`config.mk`:
```
export PLATFORM = sky130hd
export DESIGN_NAME = irq_cpu_port
export DESIGN_NICKNAME = d
export VERILOG_FILES = /design/src/rtl/irqcpu_pkg.sv /design/src/rtl/irqcpu_ctrl.sv /design/src/rtl/irqcpu_dp.sv /design/src/rtl/irq_cpu_port.sv
export SDC_FILE = /design/constraint.sdc
export NUM_CORES = 1
export LEC_CHECK = 0
export BUFFER_PORTS_ARGS = -buffer_cell sky130_fd_sc_hd__buf_2
export CORE_AREA = 2 2 97 99
export CTS_BUF_LIST = sky130_fd_sc_hd__clkbuf_2 sky130_fd_sc_hd__clkbuf_4 sky130_fd_sc_hd__clkbuf_8
export CTS_CLUSTER_DIAMETER = 80
export DETAILED_ROUTE_END_ITERATION = 6
export DIE_AREA = 0 0 99 101
export PLACE_DENSITY = 0.79
export SYNTH_ARGS = -nofsm -noshare
export SYNTH_HDL_FRONTEND = slang
export SYNTH_HIERARCHICAL = 1
export SYNTH_SLANG_ARGS = --single-unit
```
`constraint.sdc`:
```
create_clock -name clk -period 3.5 [get_ports clk]
set_clock_uncertainty 0.1 [all_clocks]
set_input_delay 0.35 -clock clk [delete_from_list [all_inputs] [get_ports clk]]
set_output_delay 0.35 -clock clk [all_outputs]
set_load 0.02 [all_outputs]
```
`src/rtl/irqcpu_pkg.sv`:
```
package irqcpu_pkg;
  localparam int ID_W   = 10;
  localparam int PRIO_W = 8;
  localparam logic [ID_W-1:0]   ID_NONE   = ID_W'(1023);
  localparam logic [PRIO_W-1:0] PRIO_IDLE = '1;
  localparam logic [31:0]       IFACE_ID  = 32'h0202_143B;

  typedef enum logic [2:0] {
    SEL_NONE, SEL_CTRL, SEL_PMR, SEL_BPR, SEL_ACK, SEL_RUN, SEL_HPP, SEL_IID
  } rdsel_e;

  typedef struct packed {
    logic wrCtrl;
    logic wrPmr;
    logic wrBpr;
    logic ackRd;
    logic eoiWr;
    logic dirWr;
  } strobe_t;
endpackage

```
`src/rtl/irqcpu_ctrl.sv`:
```
module irqcpu_ctrl
  import irqcpu_pkg::*;
#(
  parameter int ADDR_W = 13
) (
  input  logic [ADDR_W-1:0] regAddr,
  input  logic              regWr,
  input  logic              regRd,
  output strobe_t           stb,
  output rdsel_e            rdSel
);
  localparam logic [ADDR_W-1:0] OFF_CTRL = ADDR_W'(13'h0000);
  localparam logic [ADDR_W-1:0] OFF_PMR  = ADDR_W'(13'h0004);
  localparam logic [ADDR_W-1:0] OFF_BPR  = ADDR_W'(13'h0008);
  localparam logic [ADDR_W-1:0] OFF_ACK  = ADDR_W'(13'h000C);
  localparam logic [ADDR_W-1:0] OFF_EOI  = ADDR_W'(13'h0010);
  localparam logic [ADDR_W-1:0] OFF_RUN  = ADDR_W'(13'h0014);
  localparam logic [ADDR_W-1:0] OFF_HPP  = ADDR_W'(13'h0018);
  localparam logic [ADDR_W-1:0] OFF_IID  = ADDR_W'(13'h00FC);
  localparam logic [ADDR_W-1:0] OFF_DIR  = ADDR_W'(13'h1000);

  logic rdLive;
  assign rdLive = regRd && !regWr;  // write wins

  always_comb begin
    stb   = '0;
    rdSel = SEL_NONE;
    if (regWr) begin
      case (regAddr)
        OFF_CTRL: stb.wrCtrl = 1'b1;
        OFF_PMR:  stb.wrPmr  = 1'b1;
        OFF_BPR:  stb.wrBpr  = 1'b1;
        OFF_EOI:  stb.eoiWr  = 1'b1;
        OFF_DIR:  stb.dirWr  = 1'b1;
        default: ;
      endcase
    end
    if (rdLive) begin
      case (regAddr)
        OFF_CTRL: rdSel = SEL_CTRL;
        OFF_PMR:  rdSel = SEL_PMR;
        OFF_BPR:  rdSel = SEL_BPR;
        OFF_ACK: begin
          rdSel     = SEL_ACK;
          stb.ackRd = 1'b1;
        end
        OFF_RUN:  rdSel = SEL_RUN;
        OFF_HPP:  rdSel = SEL_HPP;
        OFF_IID:  rdSel = SEL_IID;
        default: ;
      endcase
    end
  end
endmodule

```
`src/rtl/irqcpu_dp.sv`:
```
module irqcpu_dp
  import irqcpu_pkg::*;
#(
  parameter int STACK_DEPTH = 4
) (
  input  logic              clk,
  input  logic              rstN,
  input  strobe_t           stb,
  input  rdsel_e            rdSel,
  input  logic [31:0]       wrData,
  output logic [31:0]       rdData,
  input  logic              pendValid,
  input  logic [ID_W-1:0]   pendId,
  input  logic [PRIO_W-1:0] pendPrio,
  output logic              irqOut,
  output logic              fiqOut,
  output logic              ackPulse,
  output logic [ID_W-1:0]   ackId,
  output logic              deactPulse,
  output logic [ID_W-1:0]   deactId
);
  localparam int DEPTH_W = $clog2(STACK_DEPTH + 1);
  localparam int IDX_W   = (STACK_DEPTH > 1) ? $clog2(STACK_DEPTH) : 1;

  logic [2:0]        ctrlReg;   // bit0 enable, bit1 fiq, bit2 split
  logic [PRIO_W-1:0] pmrReg;
  logic [2:0]        bprReg;
  logic [PRIO_W-1:0] prioStack [STACK_DEPTH];
  logic [DEPTH_W-1:0] depth;

  logic [DEPTH_W-1:0] topIdx;
  logic [PRIO_W-1:0]  runPrio;
  logic [PRIO_W:0]    grpWide;
  logic [PRIO_W-1:0]  grpMask;
  logic               qualify;
  logic [ID_W-1:0]    bestId;
  logic               unusedBits;

  assign unusedBits = ^wrData[31:ID_W];
  assign topIdx  = depth - DEPTH_W'(1);
  assign runPrio = (depth == '0) ? PRIO_IDLE : prioStack[topIdx[IDX_W-1:0]];
  assign grpWide = {(PRIO_W+1){1'b1}} << (4'(bprReg) + 4'd1);
  assign grpMask = grpWide[PRIO_W-1:0];

  assign qualify = pendValid && (pendPrio < pmrReg)
                && (depth < DEPTH_W'(STACK_DEPTH))
                && ((depth == '0) || ((pendPrio & grpMask) < (runPrio & grpMask)));
  assign bestId  = qualify ? pendId : ID_NONE;

  assign irqOut = ctrlReg[0] && qualify && !ctrlReg[1];
  assign fiqOut = ctrlReg[0] && qualify &&  ctrlReg[1];

  always_comb begin
    case (rdSel)
      SEL_CTRL: rdData = {29'd0, ctrlReg};
      SEL_PMR:  rdData = {24'd0, pmrReg};
      SEL_BPR:  rdData = {29'd0, bprReg};
      SEL_ACK,
      SEL_HPP:  rdData = {{(32-ID_W){1'b0}}, bestId};
      SEL_RUN:  rdData = {24'd0, runPrio};
      SEL_IID:  rdData = IFACE_ID;
      default:  rdData = '0;
    endcase
  end

  always_ff @(posedge clk or negedge rstN) begin
    if (!rstN) begin
      ctrlReg    <= '0;
      pmrReg     <= '0;
      bprReg     <= 3'd2;
      depth      <= '0;
      ackPulse   <= 1'b0;
      ackId      <= '0;
      deactPulse <= 1'b0;
      deactId    <= '0;
      for (int i = 0; i < STACK_DEPTH; i++) prioStack[i] <= PRIO_IDLE;
    end else begin
      ackPulse   <= 1'b0;
      deactPulse <= 1'b0;
      if (stb.wrCtrl) ctrlReg <= wrData[2:0];
      if (stb.wrPmr)  pmrReg  <= wrData[PRIO_W-1:0];
      if (stb.wrBpr)  bprReg  <= wrData[2:0];
      if (stb.ackRd && qualify) begin
        prioStack[depth[IDX_W-1:0]] <= pendPrio;
        depth    <= depth + DEPTH_W'(1);
        ackPulse <= 1'b1;
        ackId    <= pendId;
      end
      if (stb.eoiWr) begin
        if (depth != '0) depth <= depth - DEPTH_W'(1);
        if (!ctrlReg[2]) begin
          deactPulse <= 1'b1;
          deactId    <= wrData[ID_W-1:0];
        end
      end
      if (stb.dirWr) begin
        deactPulse <= 1'b1;
        deactId    <= wrData[ID_W-1:0];
      end
    end
  end

  p_one_line_r2: assert property (@(posedge clk) disable iff (!rstN)
    !(irqOut && fiqOut));
  p_below_mask_r3: assert property (@(posedge clk) disable iff (!rstN)
    (irqOut || fiqOut) |-> (pendPrio < pmrReg));
  p_ack_push_r5: assert property (@(posedge clk) disable iff (!rstN)
    ackPulse |-> (depth == DEPTH_W'($past(depth) + DEPTH_W'(1))));
  p_eoi_pop_r7: assert property (@(posedge clk) disable iff (!rstN)
    (stb.eoiWr && depth != '0) |=> (depth == DEPTH_W'($past(depth) - DEPTH_W'(1))));
  p_stack_bound_r11: assert property (@(posedge clk) disable iff (!rstN)
    depth <= DEPTH_W'(STACK_DEPTH));
endmodule

```
`src/rtl/irq_cpu_port.sv`:
```
module irq_cpu_port
  import irqcpu_pkg::*;
#(
  parameter int ADDR_W      = 13,
  parameter int STACK_DEPTH = 4
) (
  input  logic              clk,
  input  logic              rstN,
  input  logic [ADDR_W-1:0] regAddr,
  input  logic              regWr,
  input  logic              regRd,
  input  logic [31:0]       regWrData,
  output logic [31:0]       regRdData,
  input  logic              pendValid,
  input  logic [ID_W-1:0]   pendId,
  input  logic [PRIO_W-1:0] pendPrio,
  output logic              irqOut,
  output logic              fiqOut,
  output logic              ackPulse,
  output logic [ID_W-1:0]   ackId,
  output logic              deactPulse,
  output logic [ID_W-1:0]   deactId
);
  strobe_t stb;
  rdsel_e  rdSel;

  irqcpu_ctrl #(.ADDR_W(ADDR_W)) ctrl_i (
    .regAddr(regAddr), .regWr(regWr), .regRd(regRd), .stb(stb), .rdSel(rdSel)
  );

  irqcpu_dp #(.STACK_DEPTH(STACK_DEPTH)) dp_i (
    .clk(clk), .rstN(rstN), .stb(stb), .rdSel(rdSel),
    .wrData(regWrData), .rdData(regRdData),
    .pendValid(pendValid), .pendId(pendId), .pendPrio(pendPrio),
    .irqOut(irqOut), .fiqOut(fiqOut),
    .ackPulse(ackPulse), .ackId(ackId),
    .deactPulse(deactPulse), .deactId(deactId)
  );
endmodule

```
==> summary.txt, run 1 <==
Routing
  – DRC violations left: 0
  – Vias per cell: 5.59
  – DRT Wirelength: 11100 um
  – Post-DRT Antenna Nets: 0
  – Wire length per cell: 17.8 um
  – 1st-iter DRT viols: 222
  – 1st-pass router iterations: 7
  – Via count: 3490

Worst setup path
  – CP Class: register to output port
  – Required time of the critical path: 3.05 ns
  – Setup crit start: dp_i/bprReg[1]
  – Crit-path max FO: 7
  – R2r setup slk: -0.08 ns
  – Crit-path slowest cell: dfstp_2
  – Critical Path, Cell by Cell: buf_4, nand2_1, a21oi_4, nor2_2, and2_1, ha_4, nor2_1, nand4b_1, a2111oi_4, buf_6, nor2b_4, o21ai_1, buf_4
  – CP Capture Type: output port
  – Worst Setup Start Kind: register
  – FF-to-FF Start: dp_i/bprReg[1]
  – CP arrival: 3.33 ns
  – Most used cell, CP: buf_4
  – Crit path largest cell delay: 0.62 ns

Global route
  – Vias in the first global route: 3404
  – Largest net degree at the start of global routing: 43
  – First-pass GRT wire length: 16700 um
  – Initial antenna violation count: 0
  – Total Routing Usage GR: 21.4%
  – Grt total ovfl: 0

Die
  – Initial Util: 47.7%
  – Die span in x: 99 um
  – # rows: 35
  – Ports: 124
  – Core area: 0.00898 mm^2
  – Die footprint: 0.0100 mm^2
  – Die height: 101 um

CTS
  – Clock Tree Root: clkbuf_8
  – Cts hold-fix bufs: 0
  – CTS tree: built
  – Max H-tree Level: 3
  – CTS Sinks: 71
  – Reg clk slew, reported paths: 0.07 ns
  – Num CTS Buffers: 9
  – Clk buf depth: 2
  – Worst-Skew Late Latency: 0.35 ns

Timing
  – Max Fclk: 264 MHz
  – Worst-Margin Slew: 0.999 ns
  – RSZ-0062 raised after global routing: true
  – Setup ws final: -0.283 ns
  – Final Max Tran Viols: 0
  – Count of final hold-check violations: 0
  – Tcrit/Tclk final: 108%
  – Hold Slack: 0.0527 ns
  – Worst rel slew slack: 33.4%
  – Min Tclk post-route: 3.78 ns
  – Setup TNS: -3.84 ns
  – Final setup viols: 38

Synthesis
  – Synth async-reset ratio: 100%
  – Post-synth EDFFs: 0
  – Yosys cell types: 51
  – Synth Flop Type: dfrtp_1
  – Number of synthesized register bits: 71
  – Yosys warns: 6
  – Post-Syn Instances: 393
  – Mean Syn Cell Area: 10.9 um^2
  – Synth Cell Area: 0.00428 mm^2
  – Sequential area share after synthesis: 42.4%

Pwr
  – Clock share of power: 40.1%
  – Pwr dens: 283 mW/mm^2
  – Pleak: 2.79 nW
  – Max VDD drop: 0.201 mV
  – Power, Total: 1.61 mW
  – Int Pwr: 1.23 mW
  – Sw frac: 23.8%
  – Power share of the sequential group: 51.2%
  – Sw Pwr: 0.383 mW
  – Combinational share of power: 8.7%

Status
  – Failing checks: negative setup slack
  – Outcome: finished with violations

Placed design
  – Post-DP Area: 0.00494 mm^2
  – Routability cong.: 0.849
  – Port buffer count: 83
  – DPL Wire Length: 7300 um
  – Placement Setup Slack: -0.0413 ns
  – Inst Count DP: 588

Worst hold path
  – Hold Crit Class: input pin to async pin

Layout
  – Final Non-Filler Cells: 624
  – Final core occ: 63.4%
  – Ant diodes: 0
  – Share of cells above drive strength 1: 57.7%
  – Nets@finish: 597
  – Final instance area: 0.00569 mm^2
  – Synth-to-layout area growth: 32.8%

Job
  – MaxCap Viol Count: 0
[flip-flops by register name, summed over array words and instances (netlist names), 3 cells and up]
signal          cells
dp_i/prioStack     32
dp_i/ackId         10
dp_i/pmrReg         8
dp_i/deactId       10
dp_i/ctrlReg        3
dp_i/depth          3
dp_i/bprReg         3
[critical path, delay by kind of cell (launching register included)]
kind	cells	cell delay [ns]
simple gates	6	0.84
flops	1	0.62
compound gates	3	0.81
fa+ha+maj	1	0.17
buf+inv	3	0.53
[repair_timing]
item,4_1_cts,5_1_grt
gates cloned,2,0
hold endpoints to repair,0,0
pin swaps,9,13
buffers inserted,14,7
gates resized for setup,65,39
endpoints found under the setup margin,34,45
[Yosys cell counts (3+ instances only)]
master	instances	area, um^2
mux2_2	58	653
nand2_1	32	120
dfrtp_1	38	951
inv_1	19	71.3
a22oi_1	3	22.5
or2_2	6	37.5
clkbuf_1	8	30.0
ha_1	21	263
nor2_1	18	67.6
mux4_1	4	105
o211ai_1	4	30.0
mux4_2	4	90.1
buf_4	22	165
nand3_1	6	30.0
o21ai_0	24	120
and3_1	6	37.5
and2_1	6	37.5
nor2b_1	16	100
dfstp_2	33	867
a21oi_1	20	100
[placed cells by master, fill, tap and decap left out, drive strengths merged, types with 4 or more instances in the layout]
cell,netlist,routed
and2,6,6
dfrtp,38,38
ha,21,21
nand3,8,8
buf,27,122
or2,6,6
nor4,4,4
a21oi,20,20
dfstp,33,33
inv,19,20
nand2,32,32
and3,6,6
mux4,8,8
nor2,18,18
o211ai,4,4
conb,1,18
mux2,58,58
clkbuf,8,12
o21ai,25,25
nor2b,16,16
[power by group through the flow]
stage	clock network (mW)	logic, mW	registers [mW]
floorplan	0	0.0643	0.838
global placement	0	0.112	0.838
detailed placement	0	0.117	0.838
CTS	0.665	0.129	0.824
global route	0.707	0.154	0.824
finish	0.646	0.140	0.824
[per-layer routing]
layer / wire length (um) / track usage [%]
met5: 0 / 0
met4: 458 / 10.7
met3: 602 / 3.40
met2: 5760 / 38.1
met1: 4310 / 25.1
[path summary, 6_finish.rpt]
path,endpoint,cells past startpoint
min in group clk,dp_i/pmrReg[5],3
max in group asynchronous,dp_i/prioStack[8],2
setup reg to reg,dp_i/prioStack[1],15
hold / removal,dp_i/depth[0],1
setup / recovery,regRdData[1],13
hold reg to reg,dp_i/deactId[0],1
[cells by family (layout without fill, tap and decap cells)]
logic type | count (synthesis) | in the layout | synth area share, %
XOR/XNOR | 1 | 1 | 0.204
AND/OR/NAND/NOR | 114 | 114 | 14.8
other | 1 | 18 | 0.0875
flip-flops | 71 | 71 | 42.4
multiplexers | 66 | 66 | 19.8
adder cells (fa/ha/maj) | 21 | 21 | 6.13
AO/OA/AOI/OAI | 65 | 65 | 9.61
buffers and inverters | 54 | 157 | 6.89
[cell type report]
cell class / instances / area (um^2)
inverter: 19 / 73.8
multi-input combinational: 285 / 2620
sequential: 71 / 1820
timing repair buffer: 122 / 840
tap: 111 / 139
clock buffer: 12 / 146
fill: 684 / 3290
clock inverter: 4 / 46.3
Note: power is estimated with default switching activity, not from simulation.
==> inputs of run 2 (changes only) <==
--- a/config.mk
+++ b/config.mk
@@ -6,13 +6,12 @@
 export NUM_CORES = 1
 export LEC_CHECK = 0
 export BUFFER_PORTS_ARGS = -buffer_cell sky130_fd_sc_hd__buf_2
-export CORE_AREA = 2 2 97 99
+export CORE_AREA = 2 2 100 102
 export CTS_BUF_LIST = sky130_fd_sc_hd__clkbuf_2 sky130_fd_sc_hd__clkbuf_4 sky130_fd_sc_hd__clkbuf_8
 export CTS_CLUSTER_DIAMETER = 80
 export DETAILED_ROUTE_END_ITERATION = 6
-export DIE_AREA = 0 0 99 101
-export PLACE_DENSITY = 0.79
+export DIE_AREA = 0 0 102 104
+export PLACE_DENSITY = 0.78
 export SYNTH_ARGS = -nofsm -noshare
 export SYNTH_HDL_FRONTEND = slang
-export SYNTH_HIERARCHICAL = 1
 export SYNTH_SLANG_ARGS = --single-unit
==> run 2 against run 1 <==
  * The run still ends with negative setup slack left
  * Clock power grew 1%
  * Largest power group unchanged
  * First-iteration DRC count down 41%
  * Synthesized cell count fell by 0.25%
  * Critical path type unchanged
==> summary.txt, run 2 <==
CTS
  – Max H-tree Level: 3
  – Num CTS Buffers: 9
  – CTS Sinks: 71
  – Clk buf depth: 2
  – CTS tree: built
  – Worst-Skew Late Latency: 0.35 ns
  – Clock Tree Root: clkbuf_8
  – Reg clk slew, reported paths: 0.08 ns

Worst setup path
  – Worst Setup Start Kind: register
  – CP Class: register to output port
  – CP arrival: 3.42 ns
  – CP Capture Type: output port
  – Required time of the critical path: 3.05 ns
  – Crit-path max FO: 5

Timing
  – Worst rel slew slack: 49.7%
  – Worst-Margin Slew: 0.754 ns
  – Tcrit/Tclk final: 110%
  – Count of final hold-check violations: 0
  – Min Tclk post-route: 3.87 ns
  – RSZ-0062 raised after global routing: true
  – Final Max Tran Viols: 0
  – Setup ws final: -0.367 ns
  – Max Fclk: 259 MHz
  – Final setup viols: 18
  – Setup TNS: -4.14 ns

Synthesis
  – XOR/XNOR Fraction of Synth Area: 0.385%
  – Synth async-reset ratio: 100%
  – Combinational family with the most area after synthesis: multiplexers
  – Number of synthesized register bits: 71
  – Most frequent cell after synthesis: mux2_2
  – Synth top area cells: dfrtp_1 21%, dfstp_2 19%, mux2_2 14%
  – Synth Cell Area: 0.00455 mm^2
  – Post-synthesis compound-gate area fraction: 8.86%
  – Synth Flop Type: dfrtp_1
  – Simple-gate area share of the yosys netlist: 15.9%
  – Cell taking the most area after synthesis: dfrtp_1
  – Yosys cell types: 59
  – Share of the synthesized area in the top cell type: 20.9%
  – Mean Syn Cell Area: 11.6 um^2
  – Yosys warns: 0
  – Sequential area share after synthesis: 40.0%
  – Post-Syn Instances: 392
  – Post-synthesis mux area share: 22.0%
  – Adder-cell area share of the yosys netlist: 6.05%
  – Post-synth EDFFs: 0
  – Synth top cells by count: 58 x mux2_2, 38 x dfrtp_1, 33 x dfstp_2

Placed design
  – DPL Wire Length: 8620 um
  – Post-DP Area: 0.00539 mm^2
  – Routability cong.: 0.889
  – Port buffer count: 83

Die
  – # rows: 36
  – Die span in x: 102 um
  – Core area: 0.00955 mm^2
  – Initial Util: 47.6%
  – Die height: 104 um
  – Die footprint: 0.0106 mm^2
  – Ports: 124

Global route
  – First-pass GRT wire length: 18800 um
  – Largest net degree at the start of global routing: 40
  – Busiest layer in global routing: met2
  – Initial antenna violation count: 0
  – Total Routing Usage GR: 22.9%
  – Vias in the first global route: 3715
  – Met1 usage: 29.8%
  – M3 GR Usage: 3.56%
  – Grt total ovfl: 0
  – Routing usage on met2: 39.2%

Routing
  – Wire length per cell: 18.4 um
  – Vias per cell: 5.48
  – Via count: 3603
  – Post-DRT Antenna Nets: 0
  – 1st-pass router iterations: 4
  – DRT Wirelength: 12100 um
  – DRC violations left: 0
  – 1st-iter DRT viols: 132

Status
  – Failing checks: negative setup slack
  – Outcome: finished with violations

Layout
  – Most flop-heavy register: dp_i.prioStack
  – Share of cells above drive strength 1: 59.5%
  – Most frequent cells in the layout: 71 x buf_2, 58 x mux2_2, 49 x buf_4
  – Nets@finish: 610
  – Ant diodes: 0
  – Number of fill cells: 790
  – Synth-to-layout area growth: 31.6%
  – Most common cell after layout, fill and taps aside: buf_2
  – Top Registers: dp_i.prioStack: 32 flops, dp_i.ackId: 10 flops, dp_i.deactId: 10 flops
  – Number of flip-flops under the largest register name: 32
  – Final core occ: 62.7%
  – Final instance area: 0.00598 mm^2

Pwr
  – Pleak: 2.78 nW
  – Combinational share of power: 10.8%
  – Power share of the sequential group: 49.7%
  – Int Pwr: 1.23 mW
  – Sw Pwr: 0.432 mW
  – Clock share of power: 39.5%
  – Pwr dens: 277 mW/mm^2
  – Sw frac: 26.1%
  – Max VDD drop: 0.225 mV

Worst hold path
  – Hold Crit Class: input pin to register

Job
  – MaxCap Viol Count: 0
## run 2: changes by cell type after synthesis, sizes merged, moves of 4 or more
| cell | change |
|---|---|
| o221ai | +4 |
| mux2 | +9 |
| nor4 | +9 |
| nor3 | +4 |
| nor2b | -14 |
| nand4 | +6 |
| o21ai | -13 |
| a21oi | -10 |
| nand2 | -14 |
## run 2: cell families (layout without fill, tap and decap cells)
group	count (synthesis)	after routing
adders and majority gates	22	22
DFF	71	71
other	1	18
xor gates and xnor gates	2	2
AOI/OAI and AO/OA	55	56
and+or+nand+nor	110	111
muxes	78	78
buffers and inverters	53	166
## run 2: worst paths after layout
check	start	to	slack (ns)	depth (start not counted)
worst max-delay path	dp_i.depth[0]	regRdData[3]	-0.37	12
worst min-delay path	regWrData[9]	dp_i.deactId[9]	0.14	2
worst max register to register	dp_i.depth[0]	dp_i.ackId[3]	-0.07	15
worst min register to register	dp_i.deactId[2]	dp_i.deactId[2]	0.41	1
max in group asynchronous	rstN	dp_i.prioStack[11]	2.07	3
min in group asynchronous	rstN	dp_i.pmrReg[2]	0.51	2
## run 2: final cells by class
type                       count  area (um^2)  share of cell area [%]
sequential                    71         1820                    30.4
clock buffer                  11          139                    2.32
inverter                      17         66.3                    1.11
multi-input combinational    287         2830                    47.3
tap                          133          166                    2.78
clock inverter                 4         48.8                   0.815
timing repair buffer         134          915                    15.3
## run 2: through the flow
step	total power, mW	hold slack (ns)	std cells	worst slack, ns
after floorplan	0.931	-0.0456	409	0.0000495
after global placement	0.988	0.346	629	-0.0933
after detailed placement	0.992	0.353	629	-0.156
after CTS	1.66	0.132	650	-0.354
after global routing	1.72	0.132	657	-0.486
final	1.66	0.138	657	-0.367
## run 2: critical path, cell delays in order, from the launching register on
cell and delay (ns):
dfrtp_2 0.44, inv_4 0.05, ha_4 0.31, buf_4 0.13, mux4_2 0.32, o21ai_2 0.15
ha_1 0.27, a21oi_2 0.17, nor3_2 0.09, a311o_2 0.48, nor4_4 0.32, o221ai_2 0.16
buf_4 0.18
## run 2: what timing repair did
action                                 4_1_cts  5_1_grt
setup endpoints to repair                   54       54
endpoints found under the hold margin       24        0
resized for setup                           55       16
pin swaps                                   15       21
hold buffers                                 1        0
buffers inserted                             9        6
gates cloned                                 2        1
## run 2: metal layers
layer | up-vias | wire (um)
li1 | 1678 | -
met3 | 17 | 707
met1 | 1790 | 4950
met2 | 118 | 6220
met4 | 0 | 189
met5 | - | 0
## run 2: power by group through the flow
stage | registers, mW | clock network (mW) | logic [mW]
finish | 0.824 | 0.655 | 0.179
global route | 0.824 | 0.700 | 0.197
CTS | 0.824 | 0.667 | 0.172
detailed placement | 0.838 | 0 | 0.154
global placement | 0.838 | 0 | 0.150
floorplan | 0.839 | 0 | 0.0926
==> inputs of run 3 (changes only) <==
--- a/config.mk
+++ b/config.mk
@@ -5,13 +5,16 @@
 export SDC_FILE = /design/constraint.sdc
 export NUM_CORES = 1
 export LEC_CHECK = 0
+export ABC_CLOCK_PERIOD_IN_PS = 3500
 export BUFFER_PORTS_ARGS = -buffer_cell sky130_fd_sc_hd__buf_2
 export CORE_AREA = 2 2 100 102
 export CTS_BUF_LIST = sky130_fd_sc_hd__clkbuf_2 sky130_fd_sc_hd__clkbuf_4 sky130_fd_sc_hd__clkbuf_8
 export CTS_CLUSTER_DIAMETER = 80
 export DETAILED_ROUTE_END_ITERATION = 6
 export DIE_AREA = 0 0 102 104
+export MAX_ROUTING_LAYER = met4
 export PLACE_DENSITY = 0.78
 export SYNTH_ARGS = -nofsm -noshare
 export SYNTH_HDL_FRONTEND = slang
 export SYNTH_SLANG_ARGS = --single-unit
+export TNS_END_PERCENT = 30
==> run 3 against run 2 <==
  * The flow still finishes with violations (negative setup slack)
  * Core utilization shrank 0.30 points
  * Clock power grew 3.2%
  * Sequential power is essentially flat
  * Combinational power shrank 3%
  * First-iteration DRC count grew 33%
  * Sequential share of layout area grew 0.17 points
  * Non-clock buffer count shrank 4
  * Register-to-register slack gained 0.14 ns
  * Final cell count shrank 0.46%
  * Sequential cell count is the same
  * Fmax shrank 0.79%
  * Final area shrank 0.48%
  * Highest routed layer unchanged
==> summary.txt, run 3 (synthesis results as in run 2) <==
Status
  – Outcome: finished with violations
  – Failing checks: negative setup slack

CTS
  – Clock Tree Root: clkbuf_8
  – Worst-Skew Late Latency: 0.35 ns
  – Max H-tree Level: 3
  – Cts hold-fix bufs: 0
  – CTS Sinks: 71
  – Reg clk slew, reported paths: 0.07 ns
  – Num CTS Buffers: 9
  – Clk buf depth: 2
  – CTS tree: built

Global route
  – Initial antenna violation count: 0
  – Largest net degree at the start of global routing: 33
  – Grt total ovfl: 0
  – First-pass GRT wire length: 18300 um
  – Vias in the first global route: 3581
  – Total Routing Usage GR: 22.9%

Die
  – Die footprint: 0.0106 mm^2
  – Initial Util: 47.6%
  – Die height: 104 um
  – Core area: 0.00955 mm^2
  – # rows: 36
  – Die span in x: 102 um
  – Ports: 124

Placed design
  – Routability cong.: 0.899
  – Post-DP Area: 0.00540 mm^2
  – Placement Setup Slack: -0.187 ns
  – Port buffer count: 83
  – Inst Count DP: 632
  – DPL Wire Length: 8520 um

Layout
  – Synth-to-layout area growth: 31.0%
  – Number of fill cells: 763
  – Most frequent cells in the layout: 71 x buf_2, 58 x mux2_2, 46 x buf_4
  – Top Registers: dp_i.prioStack: 32 flops, dp_i.ackId: 10 flops, dp_i.deactId: 10 flops
  – Nets@finish: 606
  – Number of flip-flops under the largest register name: 32
  – Final Non-Filler Cells: 654
  – Ant diodes: 0
  – Most flop-heavy register: dp_i.prioStack
  – Register area: 0.00182 mm^2
  – Final core occ: 62.4%
  – Most common cell after layout, fill and taps aside: buf_2
  – Final instance area: 0.00596 mm^2
  – Share of cells above drive strength 1: 59.9%
  – Multi-input gate area: 0.00283 mm^2

Timing
  – Count of final hold-check violations: 0
  – Setup ws final: -0.398 ns
  – Min Tclk post-route: 3.90 ns
  – Setup TNS: -3.82 ns
  – Worst-Margin Slew: 0.657 ns
  – Worst rel slew slack: 55.9%
  – Final setup viols: 12
  – Final Max Tran Viols: 0
  – RSZ-0062 raised after global routing: true
  – Hold Slack: 0.0954 ns
  – Max Fclk: 257 MHz
  – Tcrit/Tclk final: 111%

Pwr
  – Sw Pwr: 0.429 mW
  – Power, Total: 1.67 mW
  – Clock share of power: 40.4%
  – Sw frac: 25.6%
  – Combinational share of power: 10.3%
  – Max VDD drop: 0.251 mV
  – Pleak: 2.74 nW
  – Power share of the sequential group: 49.2%
  – Pwr dens: 281 mW/mm^2
  – Int Pwr: 1.24 mW

Worst setup path
  – Reg2reg end: dp_i.ackId[7]
  – R2r setup slk: 0.07 ns
  – FF-to-FF Start: dp_i.depth[0]
  – CP Capture Type: output port
  – CP arrival: 3.45 ns
  – Worst Setup Start Kind: register
  – CP Class: register to output port
  – Required time of the critical path: 3.05 ns
  – Reg2Reg Depth: 13
  – Crit-path max FO: 5

Routing
  – Post-DRT Antenna Nets: 0
  – 1st-pass router iterations: 4
  – Vias per cell: 5.49
  – Wire length per cell: 17.7 um
  – DRC violations left: 0
  – Via count: 3592
  – DRT Wirelength: 11600 um
  – 1st-iter DRT viols: 175

Job
  – MaxCap Viol Count: 0

Worst hold path
  – Hold Crit Class: input pin to async pin
==> run 3: timing repair <==
action	CTS	global route
buffers inserted	5	4
gates cloned	3	0
resized for setup	42	29
endpoints found under the setup margin	54	56
pin swaps	15	13
==> run 3: worst max-delay path: stages (launching register included) <==
cell and delay, ns:
dfrtp_2 0.44, inv_4 0.05, ha_4 0.31, buf_12 0.11
mux4_2 0.33, o21bai_1 0.18, ha_1 0.20, nand4_1 0.17
or2_4 0.28, a311oi_4 0.30, buf_6 0.19, buf_6 0.11
nor4_4 0.03, o211ai_1 0.20, buf_4 0.19
==> run 3: metal layers <==
layer / part of all wire, % / vias to the layer above / global-route usage, %
met4: 1.8 / 0 / 7.43
met1: 42 / 1780 / 30.2
met3: 6.3 / 14 / 4.64
li1: - / 1674 / -
met2: 49 / 124 / 35.5
met5: 0 / - / -
==> run 3: power by group through the flow <==
stage,clock [mW],combinational (mW),sequential [mW]
floorplan,0,0.0926,0.839
global placement,0,0.148,0.838
detailed placement,0,0.153,0.838
CTS,0.690,0.165,0.824
global route,0.721,0.191,0.824
finish,0.676,0.173,0.824
==> run 3: layout make-up <==
type / instances / area share (%)
Tap cell: 133 / 2.79
Clock inverter: 4 / 0.798
Sequential cell: 71 / 30.6
Inverter: 17 / 1.11
Timing Repair Buffer: 130 / 14.7
Clock buffer: 12 / 2.56
Multi-Input combinational cell: 287 / 47.5
==> run 3: how the worst max path moves through the flow <==
stage | end | cells after the start | start | slack, ns
3_3_place_gp | regRdData[1] | 13 | dp_i.depth[0] | -0.09
6_report | regRdData[6] | 14 | dp_i.depth[0] | -0.40
4_1_cts | regRdData[6] | 14 | dp_i.depth[0] | -0.42
5_1_grt | regRdData[6] | 15 | dp_i.bprReg[1] | -0.49
3_5_place_dp | regRdData[4] | 14 | dp_i.depth[0] | -0.19
2_1_floorplan | regRdData[6] | 14 | dp_i.depth[0] | 0.00005
